==> config.mk <==
export PLATFORM = sky130hd
export DESIGN_NAME = spim_master
export DESIGN_NICKNAME = d
export VERILOG_FILES = /design/src/rtl/spim_pkg.sv /design/src/rtl/spim_baud.sv /design/src/rtl/spim_engine.sv /design/src/rtl/spim_master.sv
export SDC_FILE = /design/constraint.sdc
export NUM_CORES = 1
export LEC_CHECK = 0
export BUFFER_PORTS_ARGS = -buffer_cell sky130_fd_sc_hd__buf_2
export CORE_UTILIZATION = 50
export DETAILED_ROUTE_END_ITERATION = 10
export GPL_TIMING_DRIVEN = 0
export PLACE_DENSITY_LB_ADDON = 0.3
export SLEW_MARGIN = 25
export SYNTH_ARGS = -nofsm -noshare
export SYNTH_HDL_FRONTEND = slang
export SYNTH_SLANG_ARGS = --single-unit
==> constraint.sdc <==
create_clock -name clk -period 2.2 [get_ports clk]
set_input_delay 0.44 -clock clk [delete_from_list [all_inputs] [get_ports clk]]
set_output_delay 0.44 -clock clk [all_outputs]
set_load 0.02 [all_outputs]
==> src/rtl/spim_pkg.sv <==
package spim_pkg;

    typedef enum logic [1:0] {
        S_IDLE  = 2'd0,
        S_SHIFT = 2'd1,
        S_TAIL  = 2'd2
    } eng_state_e;

endpackage

==> src/rtl/spim_baud.sv <==
module spim_baud #(
    parameter int DIV_W = 8
) (
    input  logic             clk,
    input  logic             rst_n,
    input  logic             run,
    input  logic [DIV_W-1:0] div,
    output logic             tick
);

    logic [DIV_W-1:0] cnt;
    logic             at_end;

    assign at_end = (cnt == (div - 1'b1));
    assign tick   = run && at_end;

    always_ff @(posedge clk or negedge rst_n) begin
        if (!rst_n) begin
            cnt <= '0;
        end else if (!run || at_end) begin
            cnt <= '0;
        end else begin
            cnt <= cnt + 1'b1;
        end
    end

    // with a divider of at least 2, half-period ticks never touch
    p_tick_gap_r4: assert property (@(posedge clk) disable iff (!rst_n)
        tick |=> !tick);

endmodule

==> src/rtl/spim_engine.sv <==
module spim_engine
    import spim_pkg::*;
#(
    parameter int CHAR_W = 8,
    parameter int NCS    = 4,
    parameter int DIV_W  = 8,
    parameter int SEL_W  = 2
) (
    input  logic              clk,
    input  logic              rst_n,
    input  logic              en,
    input  logic              cfg_cpol,
    input  logic              cfg_cap_lead,
    input  logic [SEL_W-1:0]  cfg_sel,
    input  logic [DIV_W-1:0]  cfg_div,
    input  logic              pend_v,
    input  logic [CHAR_W-1:0] pend_d,
    input  logic              tick,
    input  logic              miso,
    output logic              run,
    output logic [DIV_W-1:0]  div_q,
    output logic              take,
    output logic              done,
    output logic [CHAR_W-1:0] rx_word,
    output logic              sck,
    output logic              mosi,
    output logic [NCS-1:0]    cs_n
);

    localparam int EDGES = 2 * CHAR_W;
    localparam int EC_W  = $clog2(EDGES);

    eng_state_e        state, state_nx;
    logic [EC_W-1:0]   ecnt;
    logic [CHAR_W-1:0] sh;
    logic              samp;
    logic              sck_q;
    logic              mosi_q;
    logic              cpol_q;
    logic              capl_q;
    logic [SEL_W-1:0]  sel_q;
    logic              last;
    logic              lead;
    logic              launch;
    logic              chain;

    assign last   = (ecnt == EC_W'(EDGES - 1));
    assign lead   = ~ecnt[0];
    assign launch = (state == S_IDLE) && pend_v && en;
    assign done   = (state == S_SHIFT) && tick && last;
    assign chain  = done && pend_v;
    assign take   = launch || chain;

    // State register
    always_ff @(posedge clk or negedge rst_n) begin
        if (!rst_n) begin
            state <= S_IDLE;
        end else begin
            state <= state_nx;
        end
    end

    // Transitions: launch, chain, drain, release
    always_comb begin
        state_nx = state;
        unique case (state)
            S_IDLE:  if (launch) state_nx = S_SHIFT;
            S_SHIFT: if (done && !pend_v) state_nx = S_TAIL;
            S_TAIL:  if (tick) state_nx = S_IDLE;
            default: state_nx = S_IDLE;
        endcase
    end

    // Shift path and serial outputs
    always_ff @(posedge clk or negedge rst_n) begin
        if (!rst_n) begin
            ecnt   <= '0;
            sh     <= '0;
            samp   <= 1'b0;
            sck_q  <= 1'b0;
            mosi_q <= 1'b0;
            cpol_q <= 1'b0;
            capl_q <= 1'b0;
            sel_q  <= '0;
            div_q  <= DIV_W'(2);
        end else if (launch) begin
            cpol_q <= cfg_cpol;
            capl_q <= cfg_cap_lead;
            sel_q  <= cfg_sel;
            div_q  <= cfg_div;
            sck_q  <= cfg_cpol;
            sh     <= pend_d;
            ecnt   <= '0;
            if (cfg_cap_lead) mosi_q <= pend_d[CHAR_W-1];
        end else if ((state == S_SHIFT) && tick) begin
            sck_q <= ~sck_q;
            ecnt  <= last ? '0 : ecnt + 1'b1;
            if (capl_q) begin
                if (lead) begin
                    samp <= miso;
                end else begin
                    sh <= {sh[CHAR_W-2:0], samp};
                    if (!last) mosi_q <= sh[CHAR_W-2];
                end
            end else begin
                if (lead) mosi_q <= sh[CHAR_W-1];
                else      sh     <= {sh[CHAR_W-2:0], miso};
            end
            if (chain) begin
                sh <= pend_d;
                if (capl_q) mosi_q <= pend_d[CHAR_W-1];
            end
        end
    end

    // Outputs
    assign run     = (state != S_IDLE);
    assign sck     = (state == S_IDLE) ? cfg_cpol : sck_q;
    assign mosi    = mosi_q;
    assign rx_word = capl_q ? {sh[CHAR_W-2:0], samp} : {sh[CHAR_W-2:0], miso};

    for (genvar i = 0; i < NCS; i++) begin : g_cs
        assign cs_n[i] = !(run && (sel_q == SEL_W'(i)));
    end

    // never more than one select low
    p_one_select_r13: assert property (@(posedge clk) disable iff (!rst_n)
        $onehot0(~cs_n));
    // a launch needs a divider of at least 2
    p_div_min_r4: assert property (@(posedge clk) disable iff (!rst_n)
        launch |-> (cfg_div >= DIV_W'(2)));
    // the serial clock holds between ticks while shifting
    p_sck_on_tick_r4: assert property (@(posedge clk) disable iff (!rst_n)
        (state == S_SHIFT && !tick && !launch) |=> $stable(sck_q));
    // chaining keeps the engine busy with the clock at its idle level
    p_chain_busy_r7: assert property (@(posedge clk) disable iff (!rst_n)
        chain |=> (run && sck_q == cpol_q));

endmodule

==> src/rtl/spim_master.sv <==
module spim_master #(
    parameter int CHAR_W = 8,
    parameter int NCS    = 4,
    parameter int DIV_W  = 8,
    localparam int SEL_W = (NCS > 1) ? $clog2(NCS) : 1
) (
    input  logic              clk,
    input  logic              rst_n,
    input  logic              en,
    input  logic              cfg_cpol,
    input  logic              cfg_cap_lead,
    input  logic [SEL_W-1:0]  cfg_sel,
    input  logic [DIV_W-1:0]  cfg_div,
    input  logic              tx_wr,
    input  logic [CHAR_W-1:0] tx_data,
    input  logic              rx_rd,
    output logic [CHAR_W-1:0] rx_data,
    output logic              tx_empty,
    output logic              rx_full,
    output logic              overrun,
    output logic              busy,
    output logic              sck,
    output logic              mosi,
    input  logic              miso,
    output logic [NCS-1:0]    cs_n
);

    logic              tx_full;
    logic [CHAR_W-1:0] tx_hold;
    logic              take;
    logic              done;
    logic              tick;
    logic              run;
    logic [DIV_W-1:0]  div_q;
    logic [CHAR_W-1:0] rx_word;

    spim_baud #(.DIV_W(DIV_W)) u_baud (
        .clk   (clk),
        .rst_n (rst_n),
        .run   (run),
        .div   (div_q),
        .tick  (tick)
    );

    spim_engine #(
        .CHAR_W (CHAR_W),
        .NCS    (NCS),
        .DIV_W  (DIV_W),
        .SEL_W  (SEL_W)
    ) u_eng (
        .clk          (clk),
        .rst_n        (rst_n),
        .en           (en),
        .cfg_cpol     (cfg_cpol),
        .cfg_cap_lead (cfg_cap_lead),
        .cfg_sel      (cfg_sel),
        .cfg_div      (cfg_div),
        .pend_v       (tx_full),
        .pend_d       (tx_hold),
        .tick         (tick),
        .miso         (miso),
        .run          (run),
        .div_q        (div_q),
        .take         (take),
        .done         (done),
        .rx_word      (rx_word),
        .sck          (sck),
        .mosi         (mosi),
        .cs_n         (cs_n)
    );

    // Transmit holding register
    always_ff @(posedge clk or negedge rst_n) begin
        if (!rst_n) begin
            tx_full <= 1'b0;
            tx_hold <= '0;
        end else if (take) begin
            tx_full <= 1'b0;
        end else if (tx_wr && en && !tx_full) begin
            tx_full <= 1'b1;
            tx_hold <= tx_data;
        end
    end

    // Receive holding register and flags
    always_ff @(posedge clk or negedge rst_n) begin
        if (!rst_n) begin
            rx_data <= '0;
            rx_full <= 1'b0;
            overrun <= 1'b0;
        end else begin
            if (done) begin
                rx_data <= rx_word;
                rx_full <= 1'b1;
                if (rx_full && !rx_rd) overrun <= 1'b1;
                else if (rx_rd)        overrun <= 1'b0;
            end else if (rx_rd) begin
                rx_full <= 1'b0;
                overrun <= 1'b0;
            end
        end
    end

    assign tx_empty = !tx_full;
    assign busy     = run;

    // the engine only takes a word that is actually held
    p_take_held_r2: assert property (@(posedge clk) disable iff (!rst_n)
        take |-> tx_full);
    // a held word is never replaced before the engine takes it
    p_hold_kept_r8: assert property (@(posedge clk) disable iff (!rst_n)
        (tx_full && !take) |=> $stable(tx_hold));
    // every completed character leaves the receive flag set
    p_done_full_r10: assert property (@(posedge clk) disable iff (!rst_n)
        done |=> rx_full);
    // overrun rises only at a completion
    p_ovr_cause_r11: assert property (@(posedge clk) disable iff (!rst_n)
        $rose(overrun) |-> $past(done));

endmodule

Word-level counts from Yosys, hierarchy flattened --
Index checks and enable logic that the tools add are counted.
Operators by class: $add $sub $neg 3, multiplexer cells 34, equal/unequal tests 11, bitwise logic cells 4, reductions and logical operators 35
Operators with widths (count):
- 8-bit two-way mux | 7
- 1-bit two-way mux | 20
- 1-bit logical AND | 14
- 4-bit two-way mux | 3
- 8-bit by 1-bit adder with 8-bit output (second input constant) | 1
- 8-bit equality test | 1
- 2-bit nonzero test | 4
- 8-bit by 1-bit subtractor with 8-bit output (second input constant) | 1
- 1-bit logical NOT | 7
- 2-bit equality test (second input constant) | 3
- 2-bit two-way mux | 3
- 2-bit by 1-bit inequality test with 1-bit output (second input constant) | 3
- 2-bit case mux with 3 select lines | 1
- 2-bit AND reduction | 3
- 4-bit by 1-bit adder with 4-bit output (second input constant) | 1
- 2-bit by 1-bit equality test with 1-bit output (second input constant) | 2
- 4-bit equality test (second input constant) | 1
- 2-bit logical NOT | 2
- 1-bit NOT | 4
- 4-bit AND reduction | 1
- 3-bit AND reduction | 1
- 3-bit nonzero test | 1
- 1-bit logical OR | 2
- 2-bit inequality test (second input constant) | 1
Storage, ports and cells: input bits 26, logic and storage cells 102, output and inout bits 18, flip-flop bits (word level) 55

Longest topological paths before layout --
Gate-level depths: netlist of run 1.
depth in word-level cells 9, depth in mapped cells 10

Modules after synthesis --
From an unflattened synthesis of run 1, not the netlist that was laid out.
Second synthesis, totals: cell total of the unflattened synthesis 251, area total of the unflattened synthesis 2886.5 sq um
Modules (own cells, without submodules):
- spim_engine | area each 1437.6 sq um, times used 1, cells each 129
- spim_master | area each 747.0 sq um, times used 1, cells each 45
- spim_baud | area each 701.9 sq um, times used 1, cells each 77

Worst setup path after synthesis of run 1 --
Ideal clock, no wire load.
path type flip-flop to flip-flop, start point register u_eng.div_q[1], end point register u_eng.samp, slack -174 ps, setup time 128 ps, cell stages (with the launch flop) 9, arrival time 2247 ps, cells stage by stage dfstp_2 -> inv_1 -> ha_1 -> or3_1 -> a31oi_2 -> and3_4 -> nand3_4 -> nor3_2 -> mux2_1
Between the ends: word-level cells in the longest chain between the ends 5
RTL lines:
- from (decl) | RTL line spim_engine.sv:21 | output logic [DIV_W-1:0] div_q,
- from (signal assigned) | RTL line spim_engine.sv:90 | div_q <= cfg_div;
- 8-bit by 1-bit subtractor with 8-bit output | RTL line spim_baud.sv:14 | assign at_end = (cnt == (div - 1'b1));
- 8-bit equality test | RTL line spim_baud.sv:14
- 1-bit logical AND | RTL line spim_baud.sv:15 | assign tick = run && at_end;
- 1-bit logical AND | RTL line spim_engine.sv:95 | end else if ((state == S_SHIFT) && tick) begin
- 4-bit AND reduction (no source line)
- to (signal assigned) | RTL line spim_engine.sv:100 | samp <= miso;
- to (decl) | RTL line spim_engine.sv:36 | logic samp;
No other way between the ends. A chain may end at the register's enable or synchronous reset.

Worst setup path after layout of run 1 --
Same ends and word-level chain as after synthesis.

==> results of run 1 <==
[cell type report]
class                           instances  share of cell area
Tap cell                               70              0.0251
Buffer                                 10              0.0219
Sequential cell                        55               0.395
Multi-Input combinational cell        194               0.429
Timing Repair Buffer                   54              0.0942
Inverter                                8             0.00860
Clock buffer                            5              0.0197
Clock inverter                          3             0.00717
[logic make-up after synthesis]
kind of cell / count (synthesis) / synth area share
adder cells (fa/ha/maj): 3 / 0.0134
AO/OA/AOI/OAI: 52 / 0.123
XOR/XNOR: 16 / 0.0499
AND/OR/NAND/NOR: 101 / 0.199
flip-flops: 55 / 0.490
multiplexers: 22 / 0.0918
buffers and inverters: 18 / 0.0325
[routing by layer]
metal  global-route usage  vias to the layer above  part of all wire
met3               0.0440                        6             0.041
met5                    0                        -                 0
met4               0.0846                        0             0.014
met2                0.316                       55              0.44
met1                0.339                     1082              0.50
li1                     -                     1070                 -
[synth_stat cells (3+ instances only)]
master	instances
mux2_2	13
or3_1	3
and3_1	7
nand3b_1	3
mux2i_1	4
a21oi_1	5
nor2_1	14
ha_1	3
o21ai_0	18
dfrtp_1	54
inv_1	8
xnor2_1	11
a31oi_1	9
buf_6	3
nand3_1	11
nor2b_1	3
clkbuf_1	6
nand2_1	37
mux2_4	4
nor3_1	4
a2bb2oi_1	7
xor2_1	5
[sequential cells by signal, summed over array words and instances, names as in the netlist]
signal	flops
overrun	1
u_baud.cnt	8
rx_data	8
tx_hold	8
u_eng.sck_q	1
tx_full	1
rx_full	1
u_eng.capl_q	1
u_eng.state	2
u_eng.mosi	1
u_eng.ecnt	4
u_eng.sel_q	2
u_eng.samp	1
u_eng.sh	8
u_eng.div_q	8
[cell usage in the layout (no fill, tap or decap), types with 2 or more instances in the layout]
cell type | netlist | layout
buf_8 | 0 | 2
nand3_1 | 11 | 9
nand3_2 | 0 | 2
xnor2_1 | 11 | 11
nand3b_1 | 3 | 3
nand2b_1 | 2 | 2
clkinv_4 | 0 | 2
a21oi_1 | 5 | 4
o21ai_0 | 18 | 12
dfrtp_1 | 54 | 53
buf_2 | 1 | 42
nand4_4 | 1 | 2
buf_6 | 3 | 5
clkbuf_8 | 0 | 5
or3_1 | 3 | 2
mux2_2 | 13 | 13
nor2b_1 | 3 | 3
o21ai_1 | 2 | 7
nor2_1 | 14 | 13
a31oi_1 | 9 | 8
buf_4 | 0 | 8
nand2_1 | 37 | 36
xor2_1 | 5 | 5
ha_1 | 3 | 2
mux2i_1 | 4 | 4
clkbuf_1 | 6 | 5
and3_1 | 7 | 6
mux2_4 | 4 | 5
and4_1 | 2 | 2
a211oi_1 | 2 | 2
nor3_1 | 4 | 4
inv_1 | 8 | 7
a2bb2oi_2 | 0 | 6
[report_power, final]
group	leakage, µW	internal [µW]	switching [µW]	total, µW
combinational	0.000862	593	532	1120
sequential	0.000676	1230	215	1440
clock	0.0000443	228	351	579
[metrics by stage]
| step | setup slack, ps | area [µm²] | total power (µW) |
|---|---|---|---|
| 2_1_floorplan | 2.01 | 2820 | 2110 |
| 3_3_place_gp | -126 | 3120 | 2300 |
| 3_5_place_dp | -142 | 3130 | 2340 |
| 4_1_cts | -110 | 3380 | 3040 |
| 5_1_grt | -132 | 3490 | 3330 |
| 6_report | -61.3 | 3490 | 3150 |
[worst min-delay path by stage]
stage / slack (ps) / start / endpoint / cells past startpoint
floorplan: 140 / rst_n / overrun / 0
global placement: 460 / rx_data[0] / rx_data[0] / 2
detailed placement: 470 / rx_data[0] / rx_data[0] / 2
CTS: 180 / rst_n / u_eng.ecnt[2] / 1
global route: 220 / rst_n / u_eng.ecnt[0] / 1
finish: 160 / rst_n / u_eng.ecnt[0] / 1
[worst max-delay path, cell delays in order (launching register included)]
cell     delay [ps]
dfstp_2         550
inv_2            50
ha_4            160
or3_4           370
a31oi_4         150
and3_4          250
nand3_4         150
nor3_4          170
mux2_4          310
[what timing repair did]
item,4_1_cts,5_1_grt
buffers inserted,9,1
gates resized for setup,15,26
endpoints found under the setup margin,21,33
pin swaps,3,7
gates cloned,0,1
==> run_results.csv, run 1 <==
group,metric,value,unit
cells_and_area,multi_input_comb_area,0.00150,mm²
worst_setup_path,cp_data_arrival_time,2470,ps
floorplan,die_h,77.0,µm
timing,holdWs,158,ps
clock_network,ctsRootBufferMaster,"clkbuf_8",
yosys,yosysTopAreaCell,"dfrtp_1",
outcome,failed_checks,"setup timing",
worst_setup_path,crit_end,"u_eng.samp",
yosys,ys.flop_type,"dfrtp_1",
cells_and_area,drive_gt1_frac,0.362,
placed_design,dp.cells,380,
timing,finalClockSkew,13.7,ps
cells_and_area,fin_cells,399,
drt,viasPerCell,5.55,
yosys,synthCells,267,
worst_setup_path,r2r_slack,-60,ps
yosys,synth_seq_cells,55,
timing,period_needed,2260,ps
worst_setup_path,start_kind,"flip-flop",
power_and_ir_drop,leakage,0.00158,µW
cells_and_area,areaGrowthSynthToFinish,24.3,%
worst_setup_path,required,2410,ps
worst_setup_path,crit_path_end_kind,"flip-flop",
yosys,ys_types,51,
floorplan,io_pins,44,
timing,hold_viol,0,
yosys,synth_edf_count,0,
drt,post_drt_wl_per_cell,15.6,µm
cells_and_area,regArea,0.00138,mm²
floorplan,fp-row-count,26,
timing,setup_violations,11,
cells_and_area,nFillCells,435,
timing,setup_ws,-61.3,ps
drt,via_count,2213,
worst_setup_path,critPathKind,"reg2reg",
floorplan,die_w,77.0,µm
placed_design,port_buffers,43,
drt,drt-initial-drc-count,215,
drt,ant_nets,0,
global_routing,overflow,0,
outcome,status,"finished with violations",
drt,wirelength,6.22,mm
floorplan,start_util,0.533,
cells_and_area,fin_util,0.663,
floorplan,dieArea,0.00592,mm²
global_routing,track_usage,0.224,
clock_network,path_clk_slew,110,ps
power_and_ir_drop,p_per_area,901,mW/mm²
timing,worst_pin_slew,686,ps
timing,fmax,0.442,GHz
clock_network,ctsHoldBuffers,0,
flow_run,maxCapViolCount,0,
timing,final.period_utilization,1.03,
drt,firstDrtPassIters,4,
clock_network,clock_path_buffers,2,
global_routing,antenna_found_initial,0,
clock_network,htree_levels,2,
timing,maxSlewHeadroom,0.542,
yosys,netlist_area,0.00281,mm²
yosys,yosysWarnings,0,
yosys,synth_top_area_frac,0.481,
cells_and_area,antennaDiodeCount,0,
power_and_ir_drop,ir_drop,0.000461,V
worst_hold_path,hold_class,"in2async",
yosys,postSynthAreaPerCell,10.5,µm²
timing,fin_tns_setup,-200,ps
clock_network,clock-sinks,55,
worst_setup_path,reg2reg_from,"u_eng.div_q[1]",
timing,slew_viol_final,0,
yosys,seq_area_frac_synth,0.490,
clock_network,clkLatencyLatePin,320,ps
worst_setup_path,r2r_end,"u_eng.samp",
placed_design,dp_hpwl,4.09,mm
yosys,synth_area_leaders,"dfrtp_1, mux2_2, nand2_1, xnor2_1, o21ai_0",
yosys,async_reset_ff_frac,1.00,
clock_network,cts_tree,"yes",
global_routing,grt_pass1_vias,2098,
global_routing,grt_max_degree,56,
placed_design,place.gp.congestion,0.789,
timing,rsz0062_at_grt,"yes",
drt,drc_errors,0,
worst_setup_path,path_max_fanout,5,
clock_network,cts_buffers,5,
yosys,syn-num-nets,296,
worst_setup_path,crit_path_start,"u_eng.div_q[1]",
floorplan,core,0.00527,mm²
global_routing,grt_pass1_wl,10.4,mm
worst_setup_path,r2r_cells,8,
cells_and_area,nets,357,
No activity file was read; power rests on OpenSTA's default activity.
==> inputs of run 2 (changes only) <==
==> constraint.sdc (replaced) <==
create_clock -name clk -period 2.2 [get_ports clk]
set_input_delay 0.33 -clock clk [delete_from_list [all_inputs] [get_ports clk]]
set_output_delay 0.33 -clock clk [all_outputs]
set_load 0.02 [all_outputs]
==> run 2 against run 1 <==
Against the previous run: the flow still finishes with violations (setup timing); worst setup slack about the same; clock power about the same; wire length down 0.63%; cell area about the same; first-iteration DRC count up 12%; sequential cell count unchanged; global-route usage unchanged; hold slack worse by 100 ps; sequential power about the same; critical endpoint unchanged; highest routed layer unchanged.
==> run_results.csv, run 2 (same netlist as run 1, synthesis figures left out) <==
group,metric,value,unit
timing,setup_ws,-61.1,ps
global_routing,grt_pass1_wl,10.4,mm
clock_network,cts_buffers,5,
worst_setup_path,path_max_fanout,5,
power_and_ir_drop,p_per_area,900,mW/mm²
floorplan,die_w,77.0,µm
global_routing,grt_use_met3,0.0440,
clock_network,clock-sinks,55,
worst_setup_path,reg2reg_from,"u_eng.div_q[1]",
drt,firstDrtPassIters,4,
global_routing,grt_max_degree,56,
timing,final.period_utilization,1.03,
worst_setup_path,r2r_cells,8,
power_and_ir_drop,power,3140,µW
placed_design,dpl_cell_area,0.00313,mm²
drt,ant_nets,0,
global_routing,track_usage,0.224,
global_routing,grt_util_met1,0.339,
drt,viasPerCell,5.55,
cells_and_area,layout_commonest_cell,"dfrtp_1",
worst_setup_path,critPathKind,"reg2reg",
worst_hold_path,hold_class,"in2async",
outcome,failed_checks,"setup timing",
global_routing,grtUsageMet2,0.316,
drt,drc_errors,0,
placed_design,port_buffers,43,
global_routing,antenna_found_initial,0,
worst_setup_path,r2r_end,"u_eng.samp",
clock_network,path_clk_slew,110,ps
placed_design,dp_hpwl,4.09,mm
floorplan,io_pins,44,
outcome,status,"finished with violations",
floorplan,dieArea,0.00592,mm²
cells_and_area,nFillCells,437,
timing,maxSlewHeadroom,0.544,
global_routing,overflow,0,
global_routing,grt_pass1_vias,2098,
worst_setup_path,required,2400,ps
cells_and_area,drive_gt1_frac,0.359,
worst_setup_path,crit_path_end_kind,"flip-flop",
flow_run,maxCapViolCount,0,
clock_network,htree_levels,2,
worst_setup_path,r2r_slack,-60,ps
floorplan,core,0.00527,mm²
floorplan,die_h,77.0,µm
timing,finalClockSkew,11.9,ps
timing,rsz0062_at_grt,"yes",
cells_and_area,areaGrowthSynthToFinish,24.2,%
drt,post_drt_wl_per_cell,15.5,µm
drt,via_count,2216,
timing,hold_viol,0,
cells_and_area,antennaDiodeCount,0,
power_and_ir_drop,leakage,0.00158,µW
cells_and_area,final_area,0.00349,mm²
clock_network,ctsHoldBuffers,0,
floorplan,start_util,0.533,
clock_network,clock_path_buffers,2,
floorplan,fp-row-count,26,
timing,worst_pin_slew,685,ps
clock_network,clkLatencyLatePin,320,ps
worst_setup_path,cp_data_arrival_time,2470,ps
cells_and_area,nets,357,
drt,drt-initial-drc-count,241,
drt,wirelength,6.18,mm
worst_setup_path,start_kind,"flip-flop",
cells_and_area,layout_common_cells,"dfrtp_1, buf_2, nand2_1",
timing,period_needed,2260,ps
timing,fmax,0.442,GHz
placed_design,place.gp.congestion,0.789,
clock_network,ctsRootBufferMaster,"clkbuf_8",
timing,setup_violations,11,
clock_network,cts_tree,"yes",
power_and_ir_drop,ir_drop,0.000461,V
timing,slew_viol_final,0,
global_routing,grt-busiest-layer,"met1",
run 2: final cells by class:
| cell class | count | area [µm²] | area share |
|---|---|---|---|
| inverters | 8 | 30.0 | 0.00861 |
| multi-input cells | 194 | 1490 | 0.428 |
| plain buffers | 10 | 76.3 | 0.0219 |
| well taps | 70 | 87.6 | 0.0251 |
| flip-flops and latches | 55 | 1380 | 0.395 |
| clock inverters | 3 | 25.0 | 0.00717 |
| clock buffers | 5 | 68.8 | 0.0197 |
| repair buffers | 54 | 329 | 0.0943 |
run 2: per-stage QoR:
stage | setup TNS (ps) | utilization | hold WS, ps | setup slack [ps] | cells
finish | -217 | 0.662 | 53.6 | -61.1 | 399
global route | -1610 | 0.662 | 105 | -132 | 399
global placement | -1290 | 0.593 | 461 | -126 | 380
detailed placement | -1410 | 0.593 | 424 | -142 | 380
floorplan | 0 | - | 34.4 | 2.01 | 267
CTS | -365 | 0.641 | 66.8 | -110 | 397
run 2: what timing repair did:
item / CTS / global route
buffers inserted: 9 / 1
endpoints found under the setup margin: 21 / 33
pin swaps: 3 / 7
gates resized for setup: 15 / 25
hold endpoints to repair: 0 / 0
cloned: 0 / 1
run 2: power breakdown:
group	switching (µW)	internal, µW	total [µW]	leakage (µW)
logic	530	592	1120	0.000862
clock network	348	228	577	0.0000443
registers	213	1230	1440	0.000676
total	1090	2050	3140	0.00158
run 2: worst max path at each step:
stage	start	endpoint	slack [ps]	cells after the start
3_5_place_dp	u_eng.div_q[1]	u_eng.samp	-140	8
3_3_place_gp	u_eng.div_q[1]	rx_data[5]	-130	8
6_report	u_eng.div_q[1]	u_eng.samp	-60	8
5_1_grt	u_eng.div_q[1]	u_eng.samp	-130	8
2_1_floorplan	u_eng.div_q[1]	u_eng.samp	2	8
4_1_cts	u_eng.div_q[1]	u_eng.samp	-110	8
run 2: worst max-delay path: stages, from the launching register on:
cell and delay, ps:
dfstp_2 550, inv_2 50, ha_4 160, or3_4 370, a31oi_4 150, and3_4 250
nand3_4 150, nor3_4 170, mux2_4 310
run 2: metal layers:
layer,vias up,part of all wire
li1,1072,-
met1,1083,0.50
met2,52,0.44
met3,9,0.039
met4,0,0.018
met5,-,0
==> inputs of run 3 (changes only) <==
- BUFFER_PORTS_ARGS: -buffer_cell sky130_fd_sc_hd__buf_2 -> -buffer_cell sky130_fd_sc_hd__buf_4
==> run 3 against run 2 <==
Against the previous run: worst setup slack worse by 39 ps; power is 1.2% higher; sequential share of layout area is 0.88 points lower; cell count is 0.75% lower; utilization is 1.4 points higher; critical path type unchanged; fmax is 1.7% lower; clock skew is 1.9 ps lower; the flow still finishes with violations (setup timing); clock power is 4.7% higher.
==> run_results.csv, run 3 (same netlist as run 1, synthesis figures left out) <==
group,metric,value,unit
outcome,status,"finished with violations",
outcome,failed_checks,"setup timing",
power_and_ir_drop,p_sw_frac,0.343,
cells_and_area,drive_gt1_frac,0.344,
power_and_ir_drop,pwr-share-clk,0.190,
power_and_ir_drop,pwr-share-seq,0.456,
cells_and_area,final_area,0.00357,mm²
clock_network,cts_tree,"yes",
timing,maxSlewHeadroom,0.536,
worst_setup_path,required,2410,ps
worst_setup_path,path_max_fanout,5,
timing,period_needed,2300,ps
clock_network,clock-sinks,55,
worst_setup_path,path_cells,"inv_2 > ha_4 > or3_4 > a31oi_4 > and3_4 > nand3_4 > nor3_2 > mux2_4",
clock_network,ctsRootBufferMaster,"clkbuf_8",
timing,final.period_utilization,1.05,
floorplan,die_w,77.0,µm
floorplan,io_pins,44,
cells_and_area,multi_input_comb_area,0.00148,mm²
global_routing,grt_max_degree,56,
clock_network,htree_levels,2,
placed_design,port_buffers,43,
drt,firstDrtPassIters,4,
power_and_ir_drop,switchingPower,1090,µW
floorplan,die_h,77.0,µm
drt,viasPerCell,5.67,
worst_setup_path,critPathMaxStageDelay,550,ps
worst_setup_path,critPathKind,"reg2reg",
power_and_ir_drop,internal_power,2090,µW
clock_network,clock_path_buffers,2,
timing,slew_viol_final,0,
worst_setup_path,critPathBufInv,1,
cells_and_area,regArea,0.00138,mm²
global_routing,grt_pass1_vias,2199,
floorplan,dieArea,0.00592,mm²
cells_and_area,areaGrowthSynthToFinish,26.9,%
worst_setup_path,start_kind,"flip-flop",
timing,hold_viol,0,
worst_setup_path,crit_family,"simple AND/OR/NAND/NOR gates",
timing,setup_violations,14,
power_and_ir_drop,p_per_area,892,mW/mm²
drt,drt-initial-drc-count,151,
timing,finalClockSkew,10.0,ps
global_routing,overflow,0,
worst_setup_path,crit_path_end_kind,"flip-flop",
cells_and_area,nets,354,
worst_setup_path,slowest_stage,"dfstp_2",
timing,rsz0062_at_grt,"yes",
cells_and_area,fin_util,0.677,
drt,drc_errors,0,
flow_run,maxCapViolCount,0,
power_and_ir_drop,leakage,0.00160,µW
cells_and_area,nFillCells,427,
clock_network,cts_buffers,5,
cells_and_area,layout_commonest_cell,"dfrtp_1",
worst_setup_path,cp_data_arrival_time,2510,ps
clock_network,ctsHoldBuffers,0,
placed_design,dpl_cell_area,0.00323,mm²
drt,post_drt_wl_per_cell,16.4,µm
cells_and_area,layout_common_cells,"dfrtp_1, buf_4, nand2_1",
floorplan,start_util,0.533,
placed_design,place.gp.congestion,0.803,
drt,wirelength,6.50,mm
power_and_ir_drop,p_comb_frac,0.354,
drt,via_count,2244,
cells_and_area,antennaDiodeCount,0,
floorplan,fp-row-count,26,
worst_hold_path,hold_class,"in2async",
timing,setup_ws,-101,ps
power_and_ir_drop,ir_drop,0.000453,V
clock_network,path_clk_slew,110,ps
drt,ant_nets,0,
global_routing,antenna_found_initial,0,
floorplan,core,0.00527,mm²
global_routing,grt_pass1_wl,10.8,mm
timing,worst_pin_slew,696,ps
global_routing,track_usage,0.235,
clock_network,clkLatencyLatePin,320,ps
timing,fmax,0.435,GHz
placed_design,dp_hpwl,4.18,mm
## run 3: power groups by stage
| stage | logic [µW] | registers (µW) | clock network [µW] |
|---|---|---|---|
| floorplan | 703 | 1400 | 0 |
| global placement | 898 | 1430 | 0 |
| detailed placement | 928 | 1440 | 0 |
| CTS | 1000 | 1430 | 611 |
| global route | 1230 | 1480 | 655 |
| finish | 1130 | 1450 | 604 |
## run 3: area by class of cell
cell class                 instances  share of cell area
buffer                            10              0.0204
clock buffer                       6              0.0232
clock inverter                     2             0.00456
inverter                           8             0.00842
multi-input combinational        194               0.414
sequential                        55               0.386
tap                               70              0.0246
timing repair buffer              51               0.118
## run 3: worst register-to-register path: cells and delay by family (launching register included)
family                     cells  cell delay [ps]
buffers and inverters          1               50
adders and majority gates      1              170
and+or+nand+nor                4              950
AOI/OAI and AO/OA              1              150
muxes                          1              330
DFF                            1              550
## run 3: routing by layer
| metal | share of wire | vias to the layer above | global-route usage |
|---|---|---|---|
| met3 | 0.053 | 10 | 0.0500 |
| met2 | 0.46 | 63 | 0.358 |
| li1 | - | 1073 | - |
| met1 | 0.47 | 1098 | 0.331 |
| met5 | 0 | - | 0 |
| met4 | 0.017 | 0 | 0.0769 |
## run 3: path summary, 6_finish.rpt
path	startpoint	end	slack, ps	cells past startpoint
max in group asynchronous	rst_n	u_baud.cnt[1]	1680	1
min in group clk	rx_rd	overrun	150	2
worst max-delay path	u_eng.div_q[1]	u_eng.samp	-100	8
worst min register to register	rx_data[0]	rx_data[0]	500	2
worst max register to register	u_eng.div_q[1]	u_eng.samp	-100	8
worst min-delay path	rst_n	u_eng.samp	50	1
## run 3: timing repair
action                                  4_1_cts  5_1_grt
cloned                                        1        1
resized for setup                             7       26
buffers inserted                              5        1
pin swaps                                     4        5
endpoints found under the setup margin       21       36
## run 3: per-stage QoR
step	total power [µW]	hold slack, ps	setup TNS (ps)	setup WS, ps	instances
6_report	3180	46.6	-575	-101	396
5_1_grt	3360	95.9	-1870	-179	396
3_5_place_dp	2370	421	-1710	-154	380
4_1_cts	3040	76.8	-931	-131	394
3_3_place_gp	2330	425	-1280	-126	380
2_1_floorplan	2110	34.4	0	2.01	267
